$ cat config.mk
export PLATFORM = sky130hd
export DESIGN_NAME = msi_msg_gen
export DESIGN_NICKNAME = d
export VERILOG_FILES = /design/src/rtl/msi_pkg.sv /design/src/rtl/msi_cfg_regs.sv /design/src/rtl/msi_pend_arb.sv /design/src/rtl/msi_msg_out.sv /design/src/rtl/msi_msg_gen.sv
export SDC_FILE = /design/constraint.sdc
export NUM_CORES = 1
export LEC_CHECK = 0
export ABC_AREA = 1
export BUFFER_PORTS_ARGS = -buffer_cell sky130_fd_sc_hd__buf_2
export CORE_UTILIZATION = 25
export DETAILED_ROUTE_END_ITERATION = 10
export SLEW_MARGIN = 30
export SYNTH_ARGS = -nofsm -noshare
export SYNTH_HDL_FRONTEND = slang
export SYNTH_HIERARCHICAL = 1
export SYNTH_SLANG_ARGS = --single-unit
$ cat constraint.sdc
create_clock -name clk -period 4.4 [get_ports clk]
set_input_delay 1.1 -clock clk [delete_from_list [all_inputs] [get_ports clk]]
set_output_delay 1.1 -clock clk [all_outputs]
set_load 0.03 [all_outputs]
$ cat src/rtl/msi_pkg.sv
package msi_pkg;
  localparam logic [7:0] CAP_ID   = 8'h05;
  localparam logic [2:0] DW_HDR   = 3'd0;
  localparam logic [2:0] DW_ALO   = 3'd1;
  localparam logic [2:0] DW_TWO   = 3'd2;
  localparam logic [2:0] DW_THREE = 3'd3;
  localparam logic [2:0] DW_MASK  = 3'd4;

  typedef struct packed {
    logic [63:0] addr;
    logic [15:0] data;
  } msi_msg_t;
endpackage

$ cat src/rtl/msi_cfg_regs.sv
module msi_cfg_regs
  import msi_pkg::*;
#(
  parameter int         NUM_SRC  = 8,
  parameter int         MMC      = 3,
  parameter bit         ADDR64   = 1'b1,
  parameter logic [7:0] NEXT_PTR = 8'h40
) (
  input  logic               clk,
  input  logic               rst,
  input  logic               cfg_wr,
  input  logic               cfg_rd,
  input  logic [2:0]         cfg_addr,
  input  logic [31:0]        cfg_wdata,
  output logic [31:0]        cfg_rdata,
  output logic               en,
  output logic [2:0]         mme,
  output logic [63:0]        base_addr,
  output logic [15:0]        base_data,
  output logic [NUM_SRC-1:0] mask
);
  localparam logic [2:0] MMC_W = 3'(MMC);

  logic               en_q;
  logic [2:0]         mme_q;
  logic [31:2]        alo_q;
  logic [31:0]        ahi_q;
  logic [15:0]        dat_q;
  logic [NUM_SRC-1:0] mask_q;
  logic [2:0]         mme_wr;
  logic [15:0]        ctrl;
  logic [31:0]        rd_mux;

  // grant cannot exceed capability
  assign mme_wr = (cfg_wdata[22:20] > MMC_W) ? MMC_W : cfg_wdata[22:20];

  always_ff @(posedge clk) begin
    if (rst) begin
      en_q   <= 1'b0;
      mme_q  <= 3'd0;
      alo_q  <= '0;
      ahi_q  <= '0;
      dat_q  <= '0;
      mask_q <= '0;
    end else if (cfg_wr) begin
      case (cfg_addr)
        DW_HDR: begin
          en_q  <= cfg_wdata[16];
          mme_q <= mme_wr;
        end
        DW_ALO:  alo_q <= cfg_wdata[31:2];
        DW_TWO: begin
          if (ADDR64) ahi_q <= cfg_wdata;
          else        dat_q <= cfg_wdata[15:0];
        end
        DW_THREE: begin
          if (ADDR64) dat_q <= cfg_wdata[15:0];
        end
        DW_MASK: mask_q <= cfg_wdata[NUM_SRC-1:0];
        default: ;
      endcase
    end
  end

  assign ctrl = {8'h00, ADDR64, mme_q, MMC_W, en_q};

  always_comb begin
    rd_mux = '0;
    case (cfg_addr)
      DW_HDR:   rd_mux = {ctrl, NEXT_PTR, CAP_ID};
      DW_ALO:   rd_mux = {alo_q, 2'b00};
      DW_TWO:   rd_mux = ADDR64 ? ahi_q : {16'h0000, dat_q};
      DW_THREE: rd_mux = ADDR64 ? {16'h0000, dat_q} : 32'h0;
      DW_MASK:  rd_mux = 32'(mask_q);
      default:  rd_mux = '0;
    endcase
  end

  always_ff @(posedge clk) begin
    if (rst)         cfg_rdata <= '0;
    else if (cfg_rd) cfg_rdata <= rd_mux;
  end

  assign en        = en_q;
  assign mme       = mme_q;
  assign base_addr = {ahi_q, alo_q, 2'b00};
  assign base_data = dat_q;
  assign mask      = mask_q;
endmodule

$ cat src/rtl/msi_pend_arb.sv
module msi_pend_arb #(
  parameter int NUM_SRC = 8,
  localparam int IDX_W  = (NUM_SRC > 1) ? $clog2(NUM_SRC) : 1
) (
  input  logic               clk,
  input  logic               rst,
  input  logic [NUM_SRC-1:0] irq_req,
  input  logic               en,
  input  logic [NUM_SRC-1:0] mask,
  input  logic               take,
  output logic               grant_vld,
  output logic [IDX_W-1:0]   grant_idx
);
  logic [NUM_SRC-1:0] irq_q;
  logic [NUM_SRC-1:0] pend_q;
  logic [NUM_SRC-1:0] rise;
  logic [NUM_SRC-1:0] elig;
  logic [NUM_SRC-1:0] clr;

  for (genvar g = 0; g < NUM_SRC; g++) begin : g_src
    assign rise[g] = irq_req[g] & ~irq_q[g];
    assign elig[g] = pend_q[g] & ~mask[g];
    assign clr[g]  = take && (grant_idx == IDX_W'(g));
  end

  always_ff @(posedge clk) begin
    if (rst) begin
      irq_q  <= '0;
      pend_q <= '0;
    end else begin
      irq_q  <= irq_req;
      // a fresh edge wins over a clear in the same cycle
      pend_q <= (pend_q & ~clr) | rise;
    end
  end

  always_comb begin
    grant_idx = '0;
    for (int i = NUM_SRC - 1; i >= 0; i--) begin
      if (elig[i]) grant_idx = IDX_W'(i);
    end
  end

  assign grant_vld = en && (|elig);
endmodule

$ cat src/rtl/msi_msg_out.sv
module msi_msg_out
  import msi_pkg::*;
#(
  parameter int IDX_W = 3
) (
  input  logic             clk,
  input  logic             rst,
  input  logic             issue,
  input  logic [IDX_W-1:0] idx,
  input  logic [2:0]       mme,
  input  logic [63:0]      base_addr,
  input  logic [15:0]      base_data,
  input  logic             msg_ready,
  output logic             msg_valid,
  output logic [63:0]      msg_addr,
  output logic [15:0]      msg_data
);
  logic [15:0] vmask;
  msi_msg_t    nxt;
  msi_msg_t    cur_q;
  logic        vld_q;

  assign vmask    = (16'h0001 << mme) - 16'h0001;
  assign nxt.addr = base_addr;
  assign nxt.data = (base_data & ~vmask) | (16'(idx) & vmask);

  always_ff @(posedge clk) begin
    if (rst) begin
      vld_q <= 1'b0;
      cur_q <= '0;
    end else if (issue) begin
      vld_q <= 1'b1;
      cur_q <= nxt;
    end else if (vld_q && msg_ready) begin
      vld_q <= 1'b0;
    end
  end

  assign msg_valid = vld_q;
  assign msg_addr  = cur_q.addr;
  assign msg_data  = cur_q.data;
endmodule

$ cat src/rtl/msi_msg_gen.sv
module msi_msg_gen #(
  parameter int         NUM_SRC  = 8,
  parameter int         MMC      = 3,
  parameter bit         ADDR64   = 1'b1,
  parameter logic [7:0] NEXT_PTR = 8'h40
) (
  input  logic               clk,
  input  logic               rst,
  input  logic               cfg_wr,
  input  logic               cfg_rd,
  input  logic [2:0]         cfg_addr,
  input  logic [31:0]        cfg_wdata,
  output logic [31:0]        cfg_rdata,
  input  logic [NUM_SRC-1:0] irq_req,
  output logic               msg_valid,
  input  logic               msg_ready,
  output logic [63:0]        msg_addr,
  output logic [15:0]        msg_data
);
  localparam int IDX_W = (NUM_SRC > 1) ? $clog2(NUM_SRC) : 1;

  logic               ctl_en;
  logic [2:0]         ctl_mme;
  logic [63:0]        base_addr;
  logic [15:0]        base_data;
  logic [NUM_SRC-1:0] ctl_mask;
  logic               grant_vld;
  logic [IDX_W-1:0]   grant_idx;
  logic               issue;

  // one message in flight; next one is chosen after the handshake
  assign issue = grant_vld && !msg_valid;

  msi_cfg_regs #(
    .NUM_SRC(NUM_SRC), .MMC(MMC), .ADDR64(ADDR64), .NEXT_PTR(NEXT_PTR)
  ) u_regs (
    .clk(clk), .rst(rst), .cfg_wr(cfg_wr), .cfg_rd(cfg_rd),
    .cfg_addr(cfg_addr), .cfg_wdata(cfg_wdata), .cfg_rdata(cfg_rdata),
    .en(ctl_en), .mme(ctl_mme), .base_addr(base_addr),
    .base_data(base_data), .mask(ctl_mask)
  );

  msi_pend_arb #(.NUM_SRC(NUM_SRC)) u_arb (
    .clk(clk), .rst(rst), .irq_req(irq_req), .en(ctl_en), .mask(ctl_mask),
    .take(issue), .grant_vld(grant_vld), .grant_idx(grant_idx)
  );

  msi_msg_out #(.IDX_W(IDX_W)) u_out (
    .clk(clk), .rst(rst), .issue(issue), .idx(grant_idx), .mme(ctl_mme),
    .base_addr(base_addr), .base_data(base_data), .msg_ready(msg_ready),
    .msg_valid(msg_valid), .msg_addr(msg_addr), .msg_data(msg_data)
  );
endmodule

### Yosys cells after proc, flatten, opt, wreduce, memory -nomap -nowiden

Index checks and enable logic that the tools add are counted.

* muxes and demuxes: 12
* equality and inequality tests: 11
* $lt $le $gt $ge: 1
* shift operators: 1
* add/sub/neg operators: 1
* reductions and logical operators: 21
* bitwise operators: 39

Operators by type and width (count)
* one-hot mux 32 bit (5 select lines): 1
* 2-to-1 mux 3 bit: 9
* AND 1 bit: 16
* AND 16 bit: 1
* AND 3 x 16 -> 16 bit: 1
* NOT 1 bit: 16
* NOT 16 bit: 1
* OR 16 bit: 1
* left shift 1 x 3 -> 16 bit, first input constant: 1
* subtractor 16 x 1 -> 16 bit, second input constant: 1
* == test 3 bit, second input constant: 5
* == test 3 x 2 -> 1 bit, second input constant: 4
* logical AND 1 bit: 11
* AND reduction 2 bit: 5
* AND 8 bit: 1
* NOT 8 bit: 1
* OR 8 bit: 1
* OR reduction 8 bit: 1
* == test 3 x 1 -> 1 bit, second input constant: 2
* zero test 3 bit: 2
* > comparator 3 x 2 -> 1 bit, second input constant: 1
* 2-to-1 mux 1 bit: 2
* nonzero test 2 bit: 1
* zero test 1 bit: 1

* output and inout bits: 113
* input bits: 48
* word-level logic and storage cells: 98
* flip-flop bits (word level): 217

### Depth between registers and ports, before layout

* word-level depth: 15
* mapped depth: 14
* depth with buffers taken out: 14

### Hierarchy

The synthesis kept the hierarchy.

By module, submodules not included
* msi_cfg_regs: cells each 677, instances 1, seq. area each 2442.3 um^2, area each 4907.2 um^2
* msi_msg_out: cells each 384, instances 1, seq. area each 1621.6 um^2, area each 2981.6 um^2
* msi_pend_arb: cells each 132, instances 1, seq. area each 320.3 um^2, area each 893.4 um^2
* msi_msg_gen: cells each 2, instances 1, seq. area each 0.0 um^2, area each 10.0 um^2

### Worst setup path before layout

No wires, ideal clock.

* path type: input-to-reg
* start: in cfg_addr[0]
* end: reg u_regs.cfg_rdata[17]
* path buffers: 1
* data required time: 4.330 ns
* data arrival time: 2.136 ns
* setup time: 0.070 ns
* stages: 8
* setup slack: 2.193 ns
* path through: buf_4 -> nor2_4 -> inv_1 -> nor2_1 -> inv_1 -> nand3_1 -> nand2_1 -> a21oi_1

* cells in the longest elaborated chain, start to end: 2
* elaborated cells between the ends (all ways): 6
* classes of those cells: eq/ne (4); mux (1); reduce/logical (1)

Ends and longest elaborated chain
* start, declared: RTL line msi_msg_gen.sv:11 `input logic [2:0] cfg_addr,`
* == test 3 bit (tied with other cells): RTL line msi_cfg_regs.sv:69 `case (cfg_addr)`
* one-hot mux 32 bit (5 select lines) *: RTL line msi_cfg_regs.sv:69
* end signal, assigned: RTL line msi_cfg_regs.sv:81 `else if (cfg_rd) cfg_rdata <= rd_mux;`
* end, declared: RTL line msi_cfg_regs.sv:15 `output logic [31:0] cfg_rdata,`

Mark *: on every way between the ends. The rest lies on a longest branch, timed or not.
A chain may end at the register's enable or synchronous reset.

### Worst setup path after layout

* start: reg u_regs.mask_q[5] (netlist: u_regs/mask[5])
* end: reg u_out.cur_q, in the netlist u_out/msg_data[9]

* cells in the longest elaborated chain, start to end: 5

Ends and longest elaborated chain
* start, declared: RTL line msi_cfg_regs.sv:29 `logic [NUM_SRC-1:0] mask_q;`
* start signal, assigned: RTL line msi_cfg_regs.sv:59 `DW_MASK: mask_q <= cfg_wdata[NUM_SRC-1:0];`
* NOT 1 bit: RTL line msi_pend_arb.sv:22 `assign elig[g] = pend_q[g] & ~mask[g];`
* AND 1 bit: RTL line msi_pend_arb.sv:22
* OR reduction 8 bit: RTL line msi_pend_arb.sv:44 `assign grant_vld = en && (|elig);`
* logical AND 1 bit: RTL line msi_pend_arb.sv:44
* named net grant_vld: RTL line msi_msg_gen.sv:27 `logic grant_vld;`
* logical AND 1 bit: RTL line msi_msg_gen.sv:32 `assign issue = grant_vld && !msg_valid;`
* named net issue: RTL line msi_msg_gen.sv:29 `logic issue;`
* end signal, assigned: RTL line msi_msg_out.sv:33 `cur_q <= nxt;`
* end, declared: RTL line msi_msg_out.sv:20 `msi_msg_t cur_q;`

The timed path passes the listed nets, and every way through them passes these cells.

==> results.md <==
* MaxCap Viol Count at 0
* Met1 Usage GRT at 21.1%
* CTS H-tree depth at 1
* CTS tree: done
* IO Count at 161
* Total design power at 4.81 mW
* Hold slack at 0.450 ns
* Register Area at 4380 µm²
* Grt met2 use at 26.2%
* First-pass GRT wire length at 44,400 µm
* Clk root buf: clkbuf_16
* Post-layout nets at 1,370
* Core ar. at 34,500 µm²
* Grt peak-use layer: met2
* Setup TNS at 0 ns
* Period utilization at 72.6%
* Startpoint class of the critical path: flip-flop
* Cells after Synth at 1,195
* Post-Route WL at 28,900 µm
* Die H at 190 µm
* Num CTS Buffers at 26
* 1st-iter DRT viols at 729
* CTS sink cnt at 219
* Gr usage total at 15.8%
* Post-DP HPWL at 19,500 µm
* GRT met3 Usage at 2.38%
* Synth cell types at 32
* WS Path Type: reg2reg
* Syn. warnings at 6
* Worst-path maximum fanout at 50
* RePlAce Congestion at 0.824
* Largest net degree at the start of global routing at 79
* Clk slew on worst S/H paths at 0.06 ns
* Yosys top cell area share at 49.9%
* Final hold vios at 0
* Antenna-violating nets left at 0
* CP Capture Type: flip-flop
* Area of the multi-input gates at 3780 µm²
* Critical Path AT at 3.61 ns
* Hold Crit Class: reg2reg
* Top cells by area, synth: dfxtp_1 50%, nor2_1 11%, nand2_1 8.4%, o21ai_0 6.8%, nand3_1 4.8%
* Synthesized area per cell at 7.36 µm²
* CTS Hold Bufs at 0
* Seq cells post-synth at 219
* RSZ-0062 raised after global routing: no
* Vias in the first global route at 7,706
* Post-CTS Setup Bufs at 0
* Vias per std cell at 4.60
* Cell taking the most area after synthesis: dfxtp_1
* Die width at 190 µm
* Seq/Total Area, Yosys at 49.9%
* Fill cells at 3,762
* Via count at 8,264
* Final setup fails at 0
* Row cnt at 68
* Max Freq at 313 MHz
* CTS Buffer Depth at 3
* Overflow after GRT at 0
* Initial antenna violation count at 3
* Initial core utilization at 25.5%
* Drt drc at 0
* WL/cell at 16.1 µm
* Final setup skew at 0.0106 ns
* Status: finished clean
* Leakage at 4.95 nW
* Min Clock Period, post-route at 3.20 ns
* Die area at 35,900 µm²
* Mapped Area at 8790 µm²
* Relative slew slack at 39.0%
* IO buf count at 160
* Layout overhead on the synthesized area at 23.4%
* Fraction of layout cells with a size suffix above 1 at 19.0%
* Max VDD drop at 0.309 mV
* Worst-Skew Late Latency at 0.53 ns
* First-pass iteration count of the detailed router at 7
* Slew Viols, Final at 0
* Worst Tran Pin Value at 0.910 ns
* Power Density at 443 nW/µm²
* CTS resizes at 0
* Data required, critical path at 4.81 ns
-- synth_stat cells --
library cell,instances
a21oi_2,2
inv_1,65
buf_6,5
nor3_4,2
buf_2,21
o211ai_1,8
ha_1,2
nand2_1,196
inv_2,8
nor2_2,5
a21boi_0,1
o21ai_0,119
o21ai_2,1
buf_1,3
nand2_4,5
o22ai_1,1
nand2_2,7
clkbuf_2,1
buf_4,6
o21ai_4,1
conb_1,1
clkbuf_1,37
nand4_1,9
clkbuf_4,1
a21oi_1,79
a21oi_4,1
dfxtp_1,219
nand3_1,84
nand3_2,2
o21ai_1,33
nor2_4,5
nor2_1,265
-- metal layers --
layer	wire length, µm	up-vias
li1	-	4114
met4	617	2
met2	13500	291
met1	13000	3817
met5	8	-
met3	1890	40
-- final timing paths --
kind	startpoint	to	slack (ns)	cells past startpoint
worst max register to register	u_regs/mask[5]	u_out/msg_data[9]	1.20	11
worst max-delay path	u_regs/mask[5]	u_out/msg_data[9]	1.20	11
worst min register to register	u_arb/irq_q[6]	u_arb/pend_q[6]	0.45	3
worst min-delay path	u_arb/irq_q[6]	u_arb/pend_q[6]	0.45	3
-- cell type report --
type | instances | share of cell area (%)
Clock buffer | 38 | 7.16
Antenna cell | 2 | 0.0461
Tap cell | 455 | 5.25
Multi-Input combinational cell | 830 | 34.8
Sequential cell | 219 | 40.4
Inverter | 73 | 2.56
Timing Repair Buffer | 170 | 8.13
Clock inverter | 10 | 1.66
-- per-stage QoR --
stage          utilization [%]  cell area [µm²]  setup slack, ns  cells
6_report                  31.4            10900             1.20   1797
5_1_grt                   31.4            10800            0.919   1796
4_1_cts                   31.4            10800             1.58   1795
3_5_place_dp              28.6             9880             1.33   1747
3_3_place_gp              28.6             9880             1.32   1747
2_1_floorplan                -             8800             2.19   1196
-- registers in the layout, indices dropped and copies added, names as in the netlist --
name and count:
u_out/msg_data 16, u_regs/ahi_q 32, u_arb/pend_q 8, u_regs/cfg_rdata 32, u_regs/alo_q 30, u_arb/irq_q 8, u_regs/mask 8, u_regs/en 1
u_out/msg_addr 64, u_regs/base_data 16, u_regs/mme 3, u_out/msg_valid 1
-- critical path, stage by stage, from the launching register on --
cell and delay [ns]:
dfxtp_1 0.33, inv_1 0.10, nand2_4 0.06, nand2_1 0.12
nor2_2 0.08, a21boi_0 0.15, inv_1 0.08, nor2_4 0.56
clkinv_2 0.85, buf_4 0.50, nor2_1 0.16, nor2_1 0.06
-- where the power goes --
part | switching, mW | total, mW | internal [mW]
clock network | 0.853 | 2.36 | 1.51
logic | 0.262 | 0.360 | 0.0976
registers | 0.0392 | 2.08 | 2.04
total | 1.15 | 4.81 | 3.65
-- cells by family after synthesis --
| kind of cell | after synthesis | share of synthesized area [%] |
|---|---|---|
| simple gates | 580 | 27.8 |
| compound gates | 246 | 14.7 |
| flops | 219 | 49.9 |
| buf+inv | 147 | 7.31 |
| fa+ha+maj | 2 | 0.285 |
| other cells | 1 | 0.0427 |
-- cells in the final DEF, fill, tap and decap left out, types with 4 or more instances in the layout --
| master | Yosys | layout |
|---|---|---|
| o21ai_1 | 33 | 33 |
| o21ai_0 | 119 | 119 |
| clkinv_2 | 0 | 4 |
| nand3_1 | 84 | 84 |
| nand2_2 | 7 | 7 |
| clkbuf_8 | 0 | 6 |
| bufinv_16 | 0 | 5 |
| nand2_4 | 5 | 5 |
| inv_1 | 65 | 63 |
| nor2_1 | 265 | 264 |
| nand4_1 | 9 | 9 |
| dfxtp_1 | 219 | 219 |
| clkbuf_1 | 37 | 5 |
| buf_2 | 21 | 159 |
| nand2_1 | 196 | 196 |
| o211ai_1 | 8 | 8 |
| inv_2 | 8 | 7 |
| buf_4 | 6 | 10 |
| nor2_2 | 5 | 5 |
| clkbuf_16 | 0 | 27 |
| nor2_4 | 5 | 6 |
| a21oi_1 | 79 | 79 |
(Power assumes the default switching activity.)
